`src/rtl/lwk_pkg.sv`:
```
package lwk_pkg;

  typedef enum logic [1:0] {
    BQ_WAIT_REC = 2'd0,
    BQ_ARMED    = 2'd1,
    BQ_COUNT    = 2'd2,
    BQ_HELD     = 2'd3
  } bq_state_t;

  function automatic int cnt_width(input int ticks);
    return (ticks < 2) ? 1 : $clog2(ticks + 1);
  endfunction

endpackage

```
`src/rtl/lwk_bus_qual.sv`:
```
module lwk_bus_qual
  import lwk_pkg::*;
#(
  parameter int TICKS = 50
) (
  input  logic clk,
  input  logic rst,
  input  logic arm,
  input  logic tick,
  input  logic dom,
  output logic fire
);

  localparam int CW = cnt_width(TICKS);
  localparam logic [CW-1:0] LAST = CW'(TICKS - 1);

  bq_state_t      state;
  logic [CW-1:0]  cnt;

  always_ff @(posedge clk) begin
    if (rst || !arm) begin
      state <= BQ_WAIT_REC;
      cnt   <= '0;
    end else if (tick) begin
      case (state)
        BQ_WAIT_REC: begin
          if (!dom) state <= BQ_ARMED;
        end
        BQ_ARMED: begin
          if (dom) begin
            if (LAST == '0) begin
              state <= BQ_HELD;
            end else begin
              state <= BQ_COUNT;
              cnt   <= CW'(1);
            end
          end
        end
        BQ_COUNT: begin
          if (!dom) begin
            state <= BQ_ARMED;
            cnt   <= '0;
          end else if (cnt == LAST) begin
            state <= BQ_HELD;
            cnt   <= '0;
          end else begin
            cnt <= cnt + CW'(1);
          end
        end
        BQ_HELD: begin
          if (!dom) state <= BQ_ARMED;
        end
        default: state <= BQ_WAIT_REC;
      endcase
    end
  end

  assign fire = arm && tick && !dom && (state == BQ_HELD);

  // the dominant counter never runs past the filter length
  p_cnt_bound_r5: assert property (@(posedge clk) disable iff (rst)
    cnt <= LAST);

  // the held state is reached only from a dominant tick while counting or armed
  p_held_entry_r4: assert property (@(posedge clk) disable iff (rst)
    (state == BQ_HELD && $past(state) != BQ_HELD) |->
      $past(tick && dom && arm));

  // leaving the wait state needs a recessive tick
  p_arm_needs_rec_r7: assert property (@(posedge clk) disable iff (rst)
    ($past(state) == BQ_WAIT_REC && state != BQ_WAIT_REC) |->
      $past(tick && !dom));

endmodule

```
`src/rtl/lwk_local_qual.sv`:
```
module lwk_local_qual
  import lwk_pkg::*;
#(
  parameter int TICKS = 50
) (
  input  logic clk,
  input  logic rst,
  input  logic arm,
  input  logic tick,
  input  logic low,
  output logic fire
);

  localparam int CW = cnt_width(TICKS);
  localparam logic [CW-1:0] FULL = CW'(TICKS);
  localparam logic [CW-1:0] LAST = CW'(TICKS - 1);

  logic [CW-1:0] cnt;

  always_ff @(posedge clk) begin
    if (rst || !arm) begin
      cnt <= '0;
    end else if (tick) begin
      if (!low)             cnt <= '0;
      else if (cnt != FULL) cnt <= cnt + CW'(1);
    end
  end

  assign fire = arm && tick && low && (cnt == LAST);

  // a high sample on a tick always restarts the count
  p_restart_r3: assert property (@(posedge clk) disable iff (rst)
    ($past(tick && !low)) |-> (cnt == '0));

  // counter saturates at the filter length
  p_cnt_bound_r2: assert property (@(posedge clk) disable iff (rst)
    cnt <= FULL);

endmodule

```
`src/rtl/lin_wake_filter.sv`:
```
module lin_wake_filter #(
  parameter int BUS_TICKS = 50,
  parameter int LOC_TICKS = 50
) (
  input  logic clk,
  input  logic rst,
  input  logic tick,
  input  logic sleep_mode,
  input  logic bus_dom,
  input  logic wake_n,
  output logic wake_lin,
  output logic wake_local
);

  logic bus_fire;
  logic loc_fire;

  lwk_bus_qual #(.TICKS(BUS_TICKS)) i_bus (
    .clk  (clk),
    .rst  (rst),
    .arm  (sleep_mode),
    .tick (tick),
    .dom  (bus_dom),
    .fire (bus_fire)
  );

  lwk_local_qual #(.TICKS(LOC_TICKS)) i_loc (
    .clk  (clk),
    .rst  (rst),
    .arm  (sleep_mode),
    .tick (tick),
    .low  (!wake_n),
    .fire (loc_fire)
  );

  always_ff @(posedge clk) begin
    if (rst) begin
      wake_lin   <= 1'b0;
      wake_local <= 1'b0;
    end else begin
      wake_lin   <= bus_fire && sleep_mode;
      wake_local <= loc_fire && sleep_mode;
    end
  end

  // no pulse is issued for an edge where the block was not armed
  p_quiet_unarmed_r8: assert property (@(posedge clk) disable iff (rst)
    !sleep_mode |=> (!wake_lin && !wake_local));

  // a remote wake follows a recessive tick
  p_lin_on_rec_r4: assert property (@(posedge clk) disable iff (rst)
    wake_lin |-> $past(tick && !bus_dom));

  // remote pulse lasts one cycle
  p_lin_single_r4: assert property (@(posedge clk) disable iff (rst)
    wake_lin |=> !wake_lin);

  // a local wake follows a low tick and lasts one cycle
  p_loc_on_low_r2: assert property (@(posedge clk) disable iff (rst)
    wake_local |-> $past(tick && !wake_n));

  p_loc_single_r2: assert property (@(posedge clk) disable iff (rst)
    wake_local |=> !wake_local);

  // outputs are clear right after reset
  p_reset_clear_r1: assert property (@(posedge clk)
    $past(rst) |-> (!wake_lin && !wake_local));

endmodule

```
`config.mk`:
```
export PLATFORM = sky130hd
export DESIGN_NAME = lin_wake_filter
export DESIGN_NICKNAME = d
export VERILOG_FILES = /design/src/rtl/lwk_pkg.sv /design/src/rtl/lwk_bus_qual.sv /design/src/rtl/lwk_local_qual.sv /design/src/rtl/lin_wake_filter.sv
export SDC_FILE = /design/constraint.sdc
export NUM_CORES = 1
export LEC_CHECK = 0
export ABC_AREA = 1
export BUFFER_PORTS_ARGS = -buffer_cell sky130_fd_sc_hd__buf_2
export CORE_ASPECT_RATIO = 0.8
export CORE_MARGIN = 4
export CORE_UTILIZATION = 45
export CTS_CLUSTER_SIZE = 20
export DETAILED_ROUTE_END_ITERATION = 8
export GPL_ROUTABILITY_DRIVEN = 0
export GPL_TIMING_DRIVEN = 0
export PLACE_DENSITY = 0.69
export SLEW_MARGIN = 20
export SYNTH_ARGS = -nofsm -noshare
export SYNTH_HDL_FRONTEND = slang
export SYNTH_SLANG_ARGS = --single-unit
```
`constraint.sdc`:
```
create_clock -name clk -period 1.7 [get_ports clk]
set_clock_uncertainty 0.2 [all_clocks]
set_input_delay 0.17 -clock clk [delete_from_list [all_inputs] [get_ports clk]]
set_output_delay 0.17 -clock clk [all_outputs]
set_load 0.01 [all_outputs]
```
==> impl_metrics.json <==
{
  "finish.instance_area_sq_um": 1149,
  "setup-tns-final_ns": 0,
  "detailroute.via_count": 925,
  "worst-slew-pin-transition_ns": 0.1997,
  "grt_pass1_vias": 834,
  "timing.final.crit_share": 0.9398,
  "antenna_found_initial": 0,
  "synth_edf_count": 0,
  "drt-vias-per-instance": 4.843,
  "synth.ff_latch_count": 16,
  "synthDominantCellAreaShare": 0.3180,
  "cts_max_level": 1,
  "ys.flop_type": "dfxtp_1",
  "cts_made_buffers": 3,
  "core-area_sq_um": 2140,
  "drcViolationCount": 0,
  "worstSetupPathType": "in -> reg",
  "grt_setup_unrepaired": "true",
  "syn-cell-area_sq_um": 1007,
  "powerDensity_nw_per_um2": 558.1,
  "yosys-top-cells-area": "dfxtp_1, nand2_1, ha_1, inv_1, nor2_1",
  "r2r_setup_slack_ns": 0.12,
  "chipHeight_um": 50.32,
  "critical_path.max_fanout": 4,
  "power_leakage_nw": 0.5221,
  "yosysWarningCount": 0,
  "total_cell_area_at_the_placement_stage_sq_um": 1074,
  "syn_avg_cell_area_sq_um": 6.626,
  "antenna_cells": 0,
  "syn_nets": 167,
  "time_the_worst_path_needs_with_i_o_delays_and_setup_ns": 1.598,
  "worst_ir_drop_on_vdd_v": 0.0006551,
  "wire_length_of_the_first_global_routing_pass_um": 3539,
  "n_fill_cell": 223,
  "final-hold-violation-count": 0,
  "cts.path.max_buffers": 2,
  "yosys-top-cells-count": "nand2_1, inv_1, nor2_1",
  "worst-r2r-cell-count": 9,
  "worst_ep_required_time_ns": 1.72,
  "hpwlAfterDp_um": 1493,
  "synth.most_common_cell": "nand2_1",
  "final_layout_size_suffix_gt1_frac": 0.1566,
  "max_freq_ghz": 0.6259,
  "fp-row-count": 15,
  "wl_met3_um": 89,
  "numClockSinks": 16,
  "clk-insertion-delay-late_ns": 0.28,
  "start_kind": "input port",
  "post-cts-setup-buffers": 0,
  "setup_violations": 0,
  "outcome": "finished clean",
  "post_synth_inst_count": 152,
  "worst_hold_class": "in -> reg",
  "chipWidth_um": 60.90,
  "worst_slew_margin_rel": 0.8667,
  "detail-route-antenna-nets": 0,
  "die_area_sq_um": 3064,
  "drt-total-wl_um": 1940,
  "route.detailed.wl_per_inst_um": 10.16,
  "r2r-start": "i_bus.state[1]",
  "cts_tree": "yes",
  "grt_remaining_overflow": 0,
  "wirelength_met1_um": 1001,
  "largest_net_degree_at_the_start_of_global_routing": 11,
  "ioPinCount": 8,
  "highest_metal_layer_with_signal_wires": "met4",
  "cts_root_buffer": "clkbuf_4",
  "max_cap_violations": 0,
  "synth_top_cell_by_area": "dfxtp_1",
  "drtPass1Iterations": 4,
  "arrival_ns": 1.62,
  "r2r_end": "i_bus.cnt[5]",
  "port_buffers": 7,
  "drtIter0Drc": 13,
  "endpoint_kind": "flip-flop",
  "sum_of_met2_wire_segment_lengths_after_detailed_routing_um": 830,
  "slew_violations": 0,
  "crit_path_start": "bus_dom",
  "area_overhead_of_the_layout_relative_to_synthesis_pct": 14.04,
  "finish.net_count": 183,
  "grt.total_usage": 0.1528,
  "clk_pin_slew_ns": 0.08,
  "crit_path_end": "wake_lin",
  "ys_seq_area_frac": 0.3180,
  "initial_core_util": 0.4708,
  "async_flop_share": 0,
  "synth.distinct_cells": 20
}
power breakdown:
part | switching (mW) | total [mW] | internal (mW) | leakage [nW]
logic | 0.0397 | 0.0657 | 0.0260 | 0.378
registers | 0.00438 | 0.383 | 0.378 | 0.130
clock network | 0.111 | 0.193 | 0.0821 | 0.0138
what timing repair did:
action	CTS	global route
hold endpoints to repair	3	0
setup endpoints to repair	0	9
resized for setup	0	6
hold buffers	4	0
through the flow:
step	util	std cells	total power, mW	hold slack (ns)	worst slack (ns)
finish	0.5368	191	0.6410	0.03882	0.1023
CTS	0.5310	191	0.6541	0.02032	0.04675
global route	0.5368	191	0.6832	0.03524	-0.002193
detailed placement	0.5018	184	0.4491	0.2622	0.08115
global placement	0.5018	184	0.4481	0.2605	0.1125
floorplan	-	152	0.4305	0.1193	0.1943
cells by family after synthesis:
family | synth area share
AOI/OAI and AO/OA | 0.05466
xor gates and xnor gates | 0.008697
adders and majority gates | 0.1118
buffers and inverters | 0.1279
DFF | 0.3180
and+or+nand+nor | 0.3789
final cells by class:
type / count / area (sq um) / area share
flip-flops and latches: 16 / 322.8 / 0.2810
multi-input cells: 104 / 568.0 / 0.4946
inverters: 30 / 112.6 / 0.09804
repair buffers: 11 / 75.07 / 0.06536
clock buffers: 3 / 22.52 / 0.01961
plain buffers: 2 / 16.27 / 0.01416
well taps: 25 / 31.28 / 0.02723
worst min-delay path by stage:
| stage | from | to | cells after the start |
|---|---|---|---|
| after floorplan | sleep_mode | wake_lin | 2 |
| after global placement | sleep_mode | wake_lin | 3 |
| after detailed placement | sleep_mode | wake_lin | 3 |
| after CTS | wake_n | wake_local | 4 |
| after global routing | wake_n | wake_local | 4 |
| final | wake_n | wake_local | 4 |
placed cells by master (no fill, tap or decap), drive strengths merged:
master	instances
nand3b	1
dfxtp	16
o21ai	4
inv	30
nor3	1
xor2	1
buf	9
nand2	39
a21oi	7
nand3	16
clkbuf	3
dlygate4sd3	4
nor2	21
ha	9
nand4	5
critical path, stage by stage:
cell and delay, ns:
dlygate4sd3_1 0.53, buf_2 0.15, inv_2 0.07, nand3_2 0.06, nor2_1 0.09, dlygate4sd3_1 0.55
routing by layer:
metal  vias to the layer above  global-route usage
met5                         -                   0
met4                         0             0.03249
met3                         2             0.04627
met2                        19              0.2295
met1                       406              0.2145
li1                        498                   -
sequential cells by signal, summed over array words and instances (netlist names):
signal / cells
i_bus.cnt: 6
i_loc.cnt: 6
i_bus.state: 2
wake_lin: 1
wake_local: 1
Power figures use the tool's default switching activity.
